==> config.mk <==
export PLATFORM = sky130hd
export DESIGN_NAME = dskhs_top
export DESIGN_NICKNAME = d
export VERILOG_FILES = /design/src/rtl/dskhs_pkg.sv /design/src/rtl/dskhs_decode.sv /design/src/rtl/dskhs_strobe.sv /design/src/rtl/dskhs_rdmux.sv /design/src/rtl/dskhs_top.sv
export SDC_FILE = /design/constraint.sdc
export NUM_CORES = 1
export LEC_CHECK = 0
export BUFFER_PORTS_ARGS = -buffer_cell sky130_fd_sc_hd__buf_4
export CAP_MARGIN = 10
export CORE_MARGIN = 4
export CORE_UTILIZATION = 34
export CTS_CLUSTER_SIZE = 12
export DETAILED_ROUTE_END_ITERATION = 10
export REMOVE_ABC_BUFFERS = 1
export SYNTH_ARGS = -nofsm -noshare
export SYNTH_HDL_FRONTEND = slang
export SYNTH_SLANG_ARGS = --single-unit
export TNS_END_PERCENT = 30
==> constraint.sdc <==
create_clock -name clk -period 2.4 [get_ports clk]
set_clock_uncertainty 0.05 [all_clocks]
set_input_delay 0.36 -clock clk [delete_from_list [all_inputs] [get_ports clk]]
set_output_delay 0.36 -clock clk [all_outputs]
set_load 0.02 [all_outputs]
==> src/rtl/dskhs_pkg.sv <==
package dskhs_pkg;
    localparam int DATA_W = 8;

    typedef logic [DATA_W-1:0] byte_t;

    typedef struct packed {
        byte_t status;
        byte_t irq;
        byte_t attn;
        byte_t ctrl;
    } regs_t;

    localparam byte_t ATTN_MASK  = 8'hF0;
    localparam byte_t BUSY_CODE  = 8'h14;
    localparam byte_t UNMAPPED   = 8'hFF;
    localparam int    ACK_BIT    = 1;
    localparam int    CLR_BIT    = 1;
    localparam int    GO_BIT     = 7;
endpackage

==> src/rtl/dskhs_decode.sv <==
module dskhs_decode #(
    parameter int              ADDR_W    = 16,
    parameter logic [ADDR_W-1:0] CTRL_PORT = 16'h0322,
    parameter logic [ADDR_W-1:0] IRQ_PORT  = 16'h0324
) (
    input  logic [ADDR_W-1:0] addr,
    input  logic              wr_en,
    input  logic              rd_en,
    output logic              wr_ctrl,
    output logic              wr_attn,
    output logic              rd_ctrl,
    output logic              rd_irq
);
    logic hit_ctrl;
    logic hit_irq;

    always_comb begin
        hit_ctrl = (addr == CTRL_PORT);
        hit_irq  = (addr == IRQ_PORT);
        wr_ctrl  = wr_en & hit_ctrl;
        wr_attn  = wr_en & hit_irq;
        rd_ctrl  = rd_en & hit_ctrl;
        rd_irq   = rd_en & hit_irq;
    end
endmodule

==> src/rtl/dskhs_strobe.sv <==
module dskhs_strobe (
    input  logic clk,
    input  logic rst_n,
    input  logic level,
    output logic first,
    output logic prev_q
);
    logic prev_d;

    always_comb begin
        prev_d = level;
        first  = level & ~prev_q;
    end

    always_ff @(posedge clk) begin
        if (!rst_n) prev_q <= 1'b0;
        else        prev_q <= prev_d;
    end
endmodule

==> src/rtl/dskhs_rdmux.sv <==
module dskhs_rdmux
    import dskhs_pkg::*;
(
    input  logic  rd_en,
    input  logic  rd_ctrl,
    input  logic  rd_irq,
    input  byte_t status,
    input  byte_t irq,
    output byte_t rd_data
);
    always_comb begin
        if (!rd_en)       rd_data = '0;
        else if (rd_ctrl) rd_data = status;
        else if (rd_irq)  rd_data = irq;
        else              rd_data = UNMAPPED;
    end
endmodule

==> src/rtl/dskhs_top.sv <==
module dskhs_top
    import dskhs_pkg::*;
#(
    parameter int                ADDR_W    = 16,
    parameter logic [ADDR_W-1:0] CTRL_PORT = 16'h0322,
    parameter logic [ADDR_W-1:0] IRQ_PORT  = 16'h0324
) (
    input  logic              clk,
    input  logic              rst_n,
    input  logic [ADDR_W-1:0] bus_addr,
    input  logic              wr_en,
    input  logic              rd_en,
    input  logic [7:0]        wr_data,
    input  logic [7:0]        irq_set,
    output logic [7:0]        rd_data,
    output logic [7:0]        ctrl_o,
    output logic [7:0]        attn_o
);
    regs_t regs_d, regs_q;
    logic  wr_ctrl, wr_attn, rd_ctrl, rd_irq;
    logic  rd_first, rd_prev;
    byte_t attn_val;

    dskhs_decode #(
        .ADDR_W   (ADDR_W),
        .CTRL_PORT(CTRL_PORT),
        .IRQ_PORT (IRQ_PORT)
    ) u_decode (
        .addr   (bus_addr),
        .wr_en  (wr_en),
        .rd_en  (rd_en),
        .wr_ctrl(wr_ctrl),
        .wr_attn(wr_attn),
        .rd_ctrl(rd_ctrl),
        .rd_irq (rd_irq)
    );

    dskhs_strobe u_strobe (
        .clk   (clk),
        .rst_n (rst_n),
        .level (rd_irq),
        .first (rd_first),
        .prev_q(rd_prev)
    );

    dskhs_rdmux u_rdmux (
        .rd_en  (rd_en),
        .rd_ctrl(rd_ctrl),
        .rd_irq (rd_irq),
        .status (regs_q.status),
        .irq    (regs_q.irq),
        .rd_data(rd_data)
    );

    // Next-state: writes, one-shot read clear, then set (set has priority)
    always_comb begin
        regs_d   = regs_q;
        attn_val = wr_data & ATTN_MASK;
        if (wr_ctrl) begin
            regs_d.ctrl = wr_data;
            if (wr_data[GO_BIT]) regs_d.status[ACK_BIT] = 1'b1;
        end
        if (wr_attn) begin
            regs_d.attn = attn_val;
            if (|attn_val) regs_d.status = BUSY_CODE;
        end
        if (rd_first) regs_d.irq[CLR_BIT] = 1'b0;
        regs_d.irq = regs_d.irq | irq_set;
    end

    always_ff @(posedge clk) begin
        if (!rst_n) regs_q <= '0;
        else        regs_q <= regs_d;
    end

    assign ctrl_o = regs_q.ctrl;
    assign attn_o = regs_q.attn;
endmodule

Word level (Yosys, flattened, before mapping). Index checks and enable logic that the tools add are counted.

Divide/modulo/power cells: 0. Multiply operators: 0. Order comparisons: 0. Eq/ne operators: 2. Reduce and logical (&&, ||, !) cells: 2. Add/subtract/negate cells: 0. Bitwise gates (word level): 7. Shift operators: 0. Multiplexer cells: 8.

Operators by type and width (number): $eq 16x10->1 const B (2); $mux 8 (3); $or 8x8->8 (1); $and 1x1->1 (5); $mux 2 (2); $reduce_or 4->1 (1); $mux 1 (3); $reduce_and 2->1 (1); $not 1->1 (1).

Flip-flop bits (word level): 23. Memories: 0. Memory bits (writable): 0. Latch bits: 0. Logic and storage cells: 25. Input port bits: 36. Bits in read-only memories: 0.

Logic depth before layout (Yosys ltp). Gate-level depths: netlist (run 1).

Depth after elaboration: 5. Mapped depth: 5. Gate-level depth less buffers: 4.

Hierarchy. From an unflattened synthesis (run 1), not the netlist that was laid out.

Cell total of the unflattened synthesis: 109. Area total of the unflattened synthesis: 1157.4 µm².

Modules (own cells, without submodules): dskhs_top (area each 888.4 µm², sequential area each 440.4 µm², cells each 81, instances 1); dskhs_rdmux (area each 116.4 µm², sequential area each 0.0 µm², cells each 12, instances 1); dskhs_decode (area each 112.6 µm², sequential area each 0.0 µm², cells each 13, instances 1); dskhs_strobe (area each 40.0 µm², sequential area each 20.0 µm², cells each 3, instances 1).

Worst setup path before layout (run 1). Ideal clock, no wire load.

Path type: in2out. Start point: input port bus_addr[11]. End point: output port rd_data[0]. Stages: 4. Slack: 0.386 ns. Arrival: 1.604 ns. Cell sequence: or4_4 nor4_4 buf_4 a21boi_0.

Word-level cells in the longest chain between the ends: 5. Elaborated cells between the ends (all ways): 7.

Ends and longest elaborated chain: start, declared (RTL line dskhs_top.sv:10) `input logic [ADDR_W-1:0] bus_addr,`; $eq 16x10->1 (RTL line dskhs_decode.sv:19) `hit_irq = (addr == IRQ_PORT);`; $and 1x1->1 (RTL line dskhs_decode.sv:23) `rd_irq = rd_en & hit_irq;`; $mux 8 (RTL line dskhs_rdmux.sv:14) `else if (rd_irq) rd_data = irq;`; $mux 8 (*) (RTL line dskhs_rdmux.sv:13) `else if (rd_ctrl) rd_data = status;`; $mux 8 (*) (RTL line dskhs_rdmux.sv:12) `if (!rd_en) rd_data = '0;`; end, declared (RTL line dskhs_top.sv:15) `output logic [7:0] rd_data,`.

Every way passes the cells marked *; elsewhere a longest branch is shown, timed or not.

Final worst setup path (run 1). Same ends and word-level chain as after synthesis.

==> results_dict.tcl, run 1 <==
set metrics [dict create \
    antenna_cells 0 \
    cts_resized 0 \
    final.min_clock_period_ps 2180 \
    fmax_ghz 0.460 \
    min_path_type "in -> reg" \
    row_count 20 \
    path_buf_inv 3 \
    drtAntennaViolNets 0 \
    drive_gt1_share_pct 40.9 \
    tns_ps 0 \
    crit_chain "buf_4 > or4_4 > nor4_4 > buf_4 > a21boi_0 > buf_4" \
    netlist.area_leader.share_pct 39.9 \
    p_comb_share_pct 16.6 \
    cp.required_ps 1990 \
    syn_area_mm2 0.00115 \
    ys_seq_area_share_pct 39.9 \
    ir_drop_mv 0.190 \
    crit_slowest_cell "or4_4" \
    clock_latency_ps 300 \
    yosysTopAreaCell "dfxtp_1" \
    die_w_um 66.3 \
    cts.path.max_buffers 2 \
    routed_wl_um 2660 \
    synthArstFlopShare_pct 0 \
    antenna_found_initial 0 \
    worstSetupEndpointType "output port" \
    n_fill_cell 329 \
    first_pass_iters 3 \
    crit_path_start_kind "input pin" \
    area_delta_synth_final_pct 31.5 \
    final-max-slew-violation-count 0 \
    cp_common_cell "buf_4" \
    core_mm2 0.00315 \
    run_status "finished clean" \
    drt_iter0_markers 16 \
    synthTopCellsByCount "23 x dfxtp_1, 23 x nand2_1, 18 x buf_4" \
    clk_pin_slew_ps 120 \
    gp_congestion 0.697 \
    finalHoldViolCount 0 \
    powerDensity_mw_per_mm2 451 \
    htreeDepth 1 \
    maxCapViolations 0 \
    ios 60 \
    synth_cells 122 \
    wl_per_cell_um 12.8 \
    dp.cells 204 \
    cts-hold-fix-buffers 0 \
    root_buffer "clkbuf_4" \
    dr_total_vias 960 \
    final_nets 201 \
    grt_pass1_wl_um 4240 \
    grt_max_degree 33 \
    fin_cells 208 \
    grt.total_usage_pct 12.4 \
    start_util_pct 36.6 \
    syn_avg_cell_area_um2 9.46 \
    pwr-share-clk_pct 25.4 \
    yosys_warnings 0 \
    die_h_um 66.3 \
    tritoncts "done" \
    die-area_mm2 0.00439 \
    critical_path_class "in -> out" \
    setup_viol_count_final 0 \
    synth_area_leaders "dfxtp_1 40%, buf_4 12%, mux2i_1 10%, nand2_1 7.5%, a21boi_0 5.2%" \
    synth_edf_count 0 \
    drc 0 \
    p_leak_uw 0.000662 \
    io_buffers 55 \
    first_global_vias 984 \
    viasPerCell 4.62 \
    power.switching_uw 166 \
    holdWs_ps 192 \
    power_frac_seq_pct 58.0 \
    yosysUniqueCellTypes 23 \
    switching_share_pct 24.3 \
    grt_overflow 0 \
    path_max_fanout 14 \
    rsz0062_at_grt "false" \
    crit_family "simple AND/OR/NAND/NOR gates" \
    p_int_uw 518 \
    dp_hpwl_um 2130 \
    cts_made_buffers 3 \
    fin_crit_sh_pct 90.6 \
    synth-seq-cells 23 \
    cts_num_sinks 23 \
    synth_ff_type "dfxtp_1" \
    slowest_delay_ps 540 \
    crit_arrival_ps 1770 \
    cts_setup_buffers 0 \
]
==> kinds of logic after synthesis <==
kind of cell           after synthesis  share of synthesized area (%)
DFF                                 23                           39.9
muxes                               12                           10.4
and+or+nand+nor                     38                           19.6
buffers and inverters               22                           13.7
other                                1                          0.325
AOI/OAI and AO/OA                   26                           16.1
==> power groups by stage <==
stage	combinational [µW]	clock (µW)	sequential, µW
finish	114	174	397
global route	124	199	398
CTS	115	184	397
detailed placement	115	0	405
global placement	112	0	405
floorplan	44.0	0	404
==> cell usage in the layout, fill, tap and decap left out <==
| cell | count |
|---|---|
| or4_1 | 2 |
| o22ai_1 | 3 |
| clkbuf_1 | 1 |
| or4b_1 | 1 |
| a41oi_2 | 1 |
| buf_4 | 57 |
| dfxtp_1 | 23 |
| mux2i_1 | 12 |
| and3_1 | 2 |
| nor3b_2 | 1 |
| nand2_1 | 23 |
| clkbuf_4 | 3 |
| conb_1 | 4 |
| nor4_4 | 1 |
| o21ai_0 | 6 |
| nor2b_1 | 1 |
| o21a_1 | 8 |
| and4_2 | 2 |
| and2b_1 | 1 |
| a21boi_0 | 8 |
| or4_4 | 1 |
| and4b_2 | 1 |
| nand2b_1 | 2 |
==> cell type report <==
type                    count  area, µm²  share of cell area, %
repair buffers             57        428                   28.2
multi-input cells          80        547                   36.1
well taps                  44       55.1                   3.63
clock buffers               4       26.3                   1.73
flip-flops and latches     23        460                   30.4
==> path summary, 6_finish.rpt <==
check	slack (ps)	end	start	cells after the start
max	220	rd_data[0]	bus_addr[11]	6
max reg2reg	1610	regs_q[17]	u_strobe.prev_q	2
min	190	regs_q[21]	irq_set[5]	2
min reg2reg	410	attn_o[7]	attn_o[7]	2
==> flip-flops by register name (all words and copies together) (netlist names) <==
| name | count |
|---|---|
| u_strobe.prev_q | 1 |
| ctrl_o | 8 |
| attn_o | 4 |
| regs_q | 10 |
==> routing by layer <==
| layer | track usage, % | up-vias | routed length (µm) |
|---|---|---|---|
| met1 | 13.7 | 446 | 1110 |
| li1 | - | 494 | - |
| met4 | 4.57 | 0 | 27 |
| met5 | 0 | - | 0 |
| met2 | 23.3 | 18 | 1440 |
| met3 | 1.87 | 2 | 78 |
==> stage by stage <==
| step | util [%] | worst slack (ps) | cell area (µm²) | power (µW) |
|---|---|---|---|---|
| 2_1_floorplan | - | 249 | 1010 | 448 |
| 3_3_place_gp | 47.3 | 251 | 1490 | 517 |
| 3_5_place_dp | 47.3 | 228 | 1490 | 520 |
| 4_1_cts | 48.1 | 225 | 1520 | 696 |
| 5_1_grt | 48.1 | 149 | 1520 | 722 |
| 6_report | 48.1 | 225 | 1520 | 684 |
Power figures use the tool's default switching activity.
==> run 2: changes to the inputs <==
--- a/config.mk
+++ b/config.mk
@@ -5,12 +5,12 @@
 export SDC_FILE = /design/constraint.sdc
 export NUM_CORES = 1
 export LEC_CHECK = 0
-export BUFFER_PORTS_ARGS = -buffer_cell sky130_fd_sc_hd__buf_4
 export CAP_MARGIN = 10
 export CORE_MARGIN = 4
 export CORE_UTILIZATION = 34
 export CTS_CLUSTER_SIZE = 12
 export DETAILED_ROUTE_END_ITERATION = 10
+export DONT_BUFFER_PORTS = 1
 export REMOVE_ABC_BUFFERS = 1
 export SYNTH_ARGS = -nofsm -noshare
 export SYNTH_HDL_FRONTEND = slang
==> run 2 against run 1 <==
  * Non-clock buffer count down 47
  * Utilization down 11 points
  * Critical path depth down 1
  * Via count down 18%
  * Final cell count down 23%
  * Combinational power down 48%
  * Total power down 8.6%
  * Worst setup slack better by 2.1 ps
  * Final area down 23%
  * Critical path type unchanged
  * Highest routed layer unchanged
==> results_dict.tcl, run 2 (synthesis results as in run 1) <==
set metrics [dict create \
    run_status "finished clean" \
    drt_iter0_markers 4 \
    worstSetupEndpointType "output port" \
    grt_pass1_wl_um 3590 \
    powerDensity_mw_per_mm2 537 \
    wl_per_cell_um 14.4 \
    area_delta_synth_final_pct 0.868 \
    crit_chain "or4_4 > nor4_4 > buf_4 > a21boi_0 > buf_4" \
    tns_ps 0 \
    final_cell_mix "23 x nand2_1, 23 x dfxtp_1, 12 x mux2i_1" \
    slowest_delay_ps 530 \
    antenna_cells 0 \
    r2r_setup_slack_ps 1600 \
    final-max-slew-violation-count 0 \
    crit_slowest_cell "or4_4" \
    min_path_type "in -> reg" \
    ir_drop_mv 0.239 \
    tritoncts "done" \
    crit_arrival_ps 1760 \
    path_max_fanout 9 \
    cts_made_buffers 3 \
    rsz0062_at_grt "false" \
    cts-hold-fix-buffers 0 \
    core_mm2 0.00315 \
    grt.total_usage_pct 10.7 \
    fin_crit_sh_pct 90.6 \
    die_h_um 66.3 \
    routed_wl_um 2320 \
    cp.required_ps 1990 \
    drc 0 \
    grt_overflow 0 \
    hold_depth 1 \
    setup_viol_count_final 0 \
    ios 60 \
    final.min_clock_period_ps 2170 \
    cts_setup_buffers 0 \
    crit_path_start_kind "input pin" \
    r2r_start "ctrl_o[5]" \
    die-area_mm2 0.00439 \
    maxCapViolations 0 \
    finalHoldViolCount 0 \
    cts.path.max_buffers 2 \
    critical_path_class "in -> out" \
    root_buffer "clkbuf_4" \
    hp-start "irq_set[6]" \
    largest_reg_flops 10 \
    viasPerCell 4.91 \
    cp_common_cell "buf_4" \
    top_register "regs_q" \
    fmax_ghz 0.460 \
    io_buffers 0 \
    gp_congestion 0.742 \
    drtAntennaViolNets 0 \
    reg2reg_depth 2 \
    row_count 20 \
    die_w_um 66.3 \
    cts_resized 0 \
    first_pass_iters 3 \
    antenna_found_initial 0 \
    first_global_vias 791 \
    grt_max_degree 33 \
    holdPathEnd "regs_q[22]" \
    dr_total_vias 790 \
    drive_gt1_share_pct 17.1 \
    fin_ws_ps 227 \
    htreeDepth 1 \
    p_leak_uw 0.000429 \
    worstReg2RegEnd "ctrl_o[5]" \
    pre_cts_slack_ps 213 \
    clk_pin_slew_ps 110 \
    cts_num_sinks 23 \
    final_nets 154 \
    dp_hpwl_um 1850 \
    clock_latency_ps 300 \
    start_util_pct 36.6 \
]
[run 2: changes by cell type in the layout (fill, tap and decap cells not counted)]
cell	delta
buf_4	-47
[run 2: worst max-delay path: cells and delay by family]
kind	cells	cell delay (ps)
simple gates	2	910
buf+inv	2	390
compound gates	1	100
[run 2: worst max path at each step]
stage / start / slack [ps] / endpoint
2_1_floorplan: bus_addr[11] / 250 / ctrl_o[0]
3_3_place_gp: bus_addr[11] / 260 / rd_data[0]
6_report: bus_addr[11] / 230 / rd_data[1]
5_1_grt: bus_addr[11] / 140 / rd_data[7]
4_1_cts: bus_addr[11] / 220 / rd_data[1]
3_5_place_dp: bus_addr[11] / 210 / ctrl_o[5]
[run 2: stage by stage]
step / area [µm²] / power, µW / instances / hold WS (ps) / util [%]
3_3_place_gp: 1140 / 464 / 157 / 385 / 36.1
5_1_grt: 1160 / 662 / 161 / 81.5 / 36.9
3_5_place_dp: 1140 / 465 / 157 / 398 / 36.1
4_1_cts: 1160 / 636 / 161 / 102 / 36.9
2_1_floorplan: 1010 / 448 / 103 / 373 / -
6_report: 1160 / 625 / 161 / 115 / 36.9
[run 2: power by group]
group / switching (µW) / leakage, µW / internal [µW] / total [µW]
registers: 4.91 / 0.000188 / 392 / 397
clock network: 104 / 0.0000150 / 64.7 / 169
logic: 32.7 / 0.000226 / 26.5 / 59.3
[run 2: area by class of cell]
cell class                 instances  area (µm²)
fill                             328        1990
timing repair buffer              10        75.1
multi-input combinational         80         547
clock buffer                       4        26.3
sequential                        23         460
tap                               44        55.1
[run 2: metal layers]
layer | track usage [%] | routed length [µm]
met1 | 10.9 | 897
met2 | 19.6 | 1270
met3 | 2.72 | 125
met4 | 6.09 | 27
met5 | 0 | 0
==> run 3: changes to the inputs <==
--- a/config.mk
+++ b/config.mk
@@ -5,9 +5,11 @@
 export SDC_FILE = /design/constraint.sdc
 export NUM_CORES = 1
 export LEC_CHECK = 0
+export ABC_AREA = 1
 export CAP_MARGIN = 10
 export CORE_MARGIN = 4
 export CORE_UTILIZATION = 34
+export CTS_BUF_LIST = sky130_fd_sc_hd__clkbuf_8 sky130_fd_sc_hd__clkbuf_16
 export CTS_CLUSTER_SIZE = 12
 export DETAILED_ROUTE_END_ITERATION = 10
 export DONT_BUFFER_PORTS = 1
==> run 3 against run 2 <==
  * Count of clock-buffer cells in the layout is 1 lower
  * Largest cell class unchanged
  * Synthesized cell count grew 40%
  * Utilization down 2.4 points
  * Highest routed layer unchanged
  * Register-to-register slack is essentially flat
  * Worst setup slack better by 430 ps
  * Non-clock buffer count decreased by 10
  * Die area grew 2.4%
  * Clock power up 41%
  * Via count up 14%
  * Final cell count is 27% higher
==> results_dict.tcl, run 3 <==
set metrics [dict create \
    maxCapViolations 0 \
    ir_drop_mv 0.269 \
    io_buffers 0 \
    grt_overflow 0 \
    layout_commonest_cell "nor2_1" \
    grt_pass1_wl_um 3510 \
    final_nets 196 \
    final.min_clock_period_ps 1750 \
    core_mm2 0.00336 \
    p_int_uw 519 \
    clock_latency_ps 260 \
    hold_depth 2 \
    cts.path.max_buffers 2 \
    synth_edf_count 0 \
    critical_path_class "in -> out" \
    synthTopCellsByCount "42 x nor2_1, 30 x nand2_1, 23 x dfxtp_1" \
    p_leak_uw 0.000516 \
    final_cell_mix "42 x nor2_1, 30 x nand2_1, 23 x dfxtp_1" \
    slowest_delay_ps 300 \
    synthArstFlopShare_pct 0 \
    antenna_cells 0 \
    grt.total_usage_pct 10.5 \
    synth_area_leaders "dfxtp_1 39%, nor2_1 13%, buf_4 10%, nand2_1 9.5%, inv_1 7.0%" \
    die_h_um 67.0 \
    netlist.area_leader.share_pct 38.9 \
    min_path_type "in -> reg" \
    drtAntennaViolNets 0 \
    holdPathEnd "regs_q[19]" \
    antenna_found_initial 0 \
    synth_most_common_cell "nor2_1" \
    first_pass_iters 2 \
    path_buf_inv 1 \
    fmax_ghz 0.572 \
    die-area_mm2 0.00449 \
    top_register "regs_q" \
    htreeDepth 1 \
    wl_per_cell_um 11.4 \
    hp-start "irq_set[3]" \
    cts-hold-fix-buffers 0 \
    r2r_setup_slack_ps 1600 \
    cts_num_sinks 23 \
    yosysUniqueCellTypes 22 \
    cp.required_ps 1990 \
    rsz0062_at_grt "false" \
    power.switching_uw 164 \
    gp_congestion 0.756 \
    reg2reg_depth 2 \
    switching_share_pct 24.0 \
    worstSetupEndpointType "output port" \
    first_global_vias 749 \
    run_status "finished clean" \
    ys_seq_area_share_pct 38.9 \
    cp_common_cell "nor2_1" \
    power_frac_seq_pct 57.9 \
    syn_area_mm2 0.00118 \
    cts_resized 0 \
    start_util_pct 35.2 \
    tritoncts "done" \
    finalHoldViolCount 0 \
    drive_gt1_share_pct 8.18 \
    p_comb_share_pct 7.1 \
    crit_family "simple AND/OR/NAND/NOR gates" \
    row_count 21 \
    syn_avg_cell_area_um2 6.93 \
    drc 0 \
    crit_chain "nor2_1 > nand2_1 > nor2_4 > nand2_4 > inv_1 > nand2_1 > nor2_1 > nor2_1" \
    die_w_um 67.0 \
    ios 60 \
    yosys_warnings 0 \
    crit_arrival_ps 1340 \
    powerDensity_mw_per_mm2 589 \
    worstReg2RegEnd "ctrl_o[7]" \
    synth_ff_type "dfxtp_1" \
    cts_setup_buffers 0 \
    final-max-slew-violation-count 0 \
    synth-seq-cells 23 \
    dp_hpwl_um 1820 \
    clk_pin_slew_ps 80 \
    pwr-share-clk_pct 35.0 \
    routed_wl_um 2340 \
    root_buffer "clkbuf_8" \
    tns_ps 0 \
    largest_reg_flops 10 \
    crit_path_start_kind "input pin" \
    setup_viol_count_final 0 \
    dr_total_vias 898 \
    path_max_fanout 12 \
    r2r_start "ctrl_o[7]" \
    yosysTopAreaCell "dfxtp_1" \
    synth_cells 171 \
    grt_max_degree 19 \
    drt_iter0_markers 25 \
    fin_crit_sh_pct 72.8 \
    post-route-util_pct 34.5 \
    viasPerCell 4.38 \
    area_delta_synth_final_pct -2.11 \
    crit_slowest_cell "nor2_4" \
    cts_made_buffers 3 \
]
[run 3: changes by cell type after synthesis, moves of 10 or more]
cell	delta
a21oi_1	+10
nor2_1	+42
mux2i_1	-12
nand4_1	+10
inv_1	+22
[run 3: layout make-up]
| cell class | count | area [µm²] |
|---|---|---|
| clock buffers | 3 | 41.3 |
| clock inverters | 1 | 5.00 |
| fillers | 388 | 2200 |
| inverters | 24 | 90.1 |
| multi-input cells | 108 | 505 |
| flip-flops and latches | 23 | 460 |
| well taps | 46 | 57.6 |
[run 3: power groups by stage]
stage	registers, µW	logic, µW	clock network [µW]
2_1_floorplan	403	43.7	0
3_3_place_gp	404	49.2	0
3_5_place_dp	404	49.5	0
4_1_cts	395	49.7	252
5_1_grt	396	56.5	266
6_report	395	48.7	239
[run 3: logic make-up (layout without fill, tap and decap cells)]
logic type      after synthesis  in the layout  synth area share (%)
simple gates                 92             92                  36.3
buf+inv                      43             28                  19.4
flops                        23             23                  38.9
compound gates               12             12                  5.07
other cells                   1              4                 0.316
[run 3: worst max-delay path by stage]
| stage | from | end | slack, ps | cells past startpoint |
|---|---|---|---|---|
| final | bus_addr[13] | rd_data[1] | 650 | 8 |
| after detailed placement | bus_addr[13] | rd_data[1] | 640 | 8 |
| after CTS | bus_addr[13] | rd_data[1] | 640 | 8 |
| after global routing | bus_addr[15] | rd_data[1] | 530 | 8 |
| after global placement | bus_addr[15] | rd_data[1] | 650 | 8 |
| after floorplan | bus_addr[15] | rd_data[1] | 790 | 8 |
[run 3: worst register-to-register path: stages, from the launching register on]
cell and delay, ps:
dfxtp_1 470, nand2_1 90, a21oi_1 120
[run 3: per-layer routing]
| metal | global-route usage [%] | share of wire, % | wire, µm | vias to the layer above |
|---|---|---|---|---|
| met5 | 0 | 0 | 0 | - |
| met4 | 4.56 | 0.81 | 19 | 0 |
| met3 | 4.38 | 11 | 256 | 2 |
| met2 | 16.2 | 45 | 1050 | 33 |
| met1 | 12.6 | 43 | 1020 | 384 |
| li1 | - | - | - | 479 |
[run 3: per-stage QoR]
step           cell area, µm²  std cells  hold WS, ps  setup slack, ps  total power, µW
5_1_grt                  1160        205          151              530              718
2_1_floorplan            1060        155          380              792              447
6_report                 1160        205          158              652              683
3_5_place_dp             1110        201          399              641              454
3_3_place_gp             1110        201          392              646              454
4_1_cts                  1160        205          155              636              697
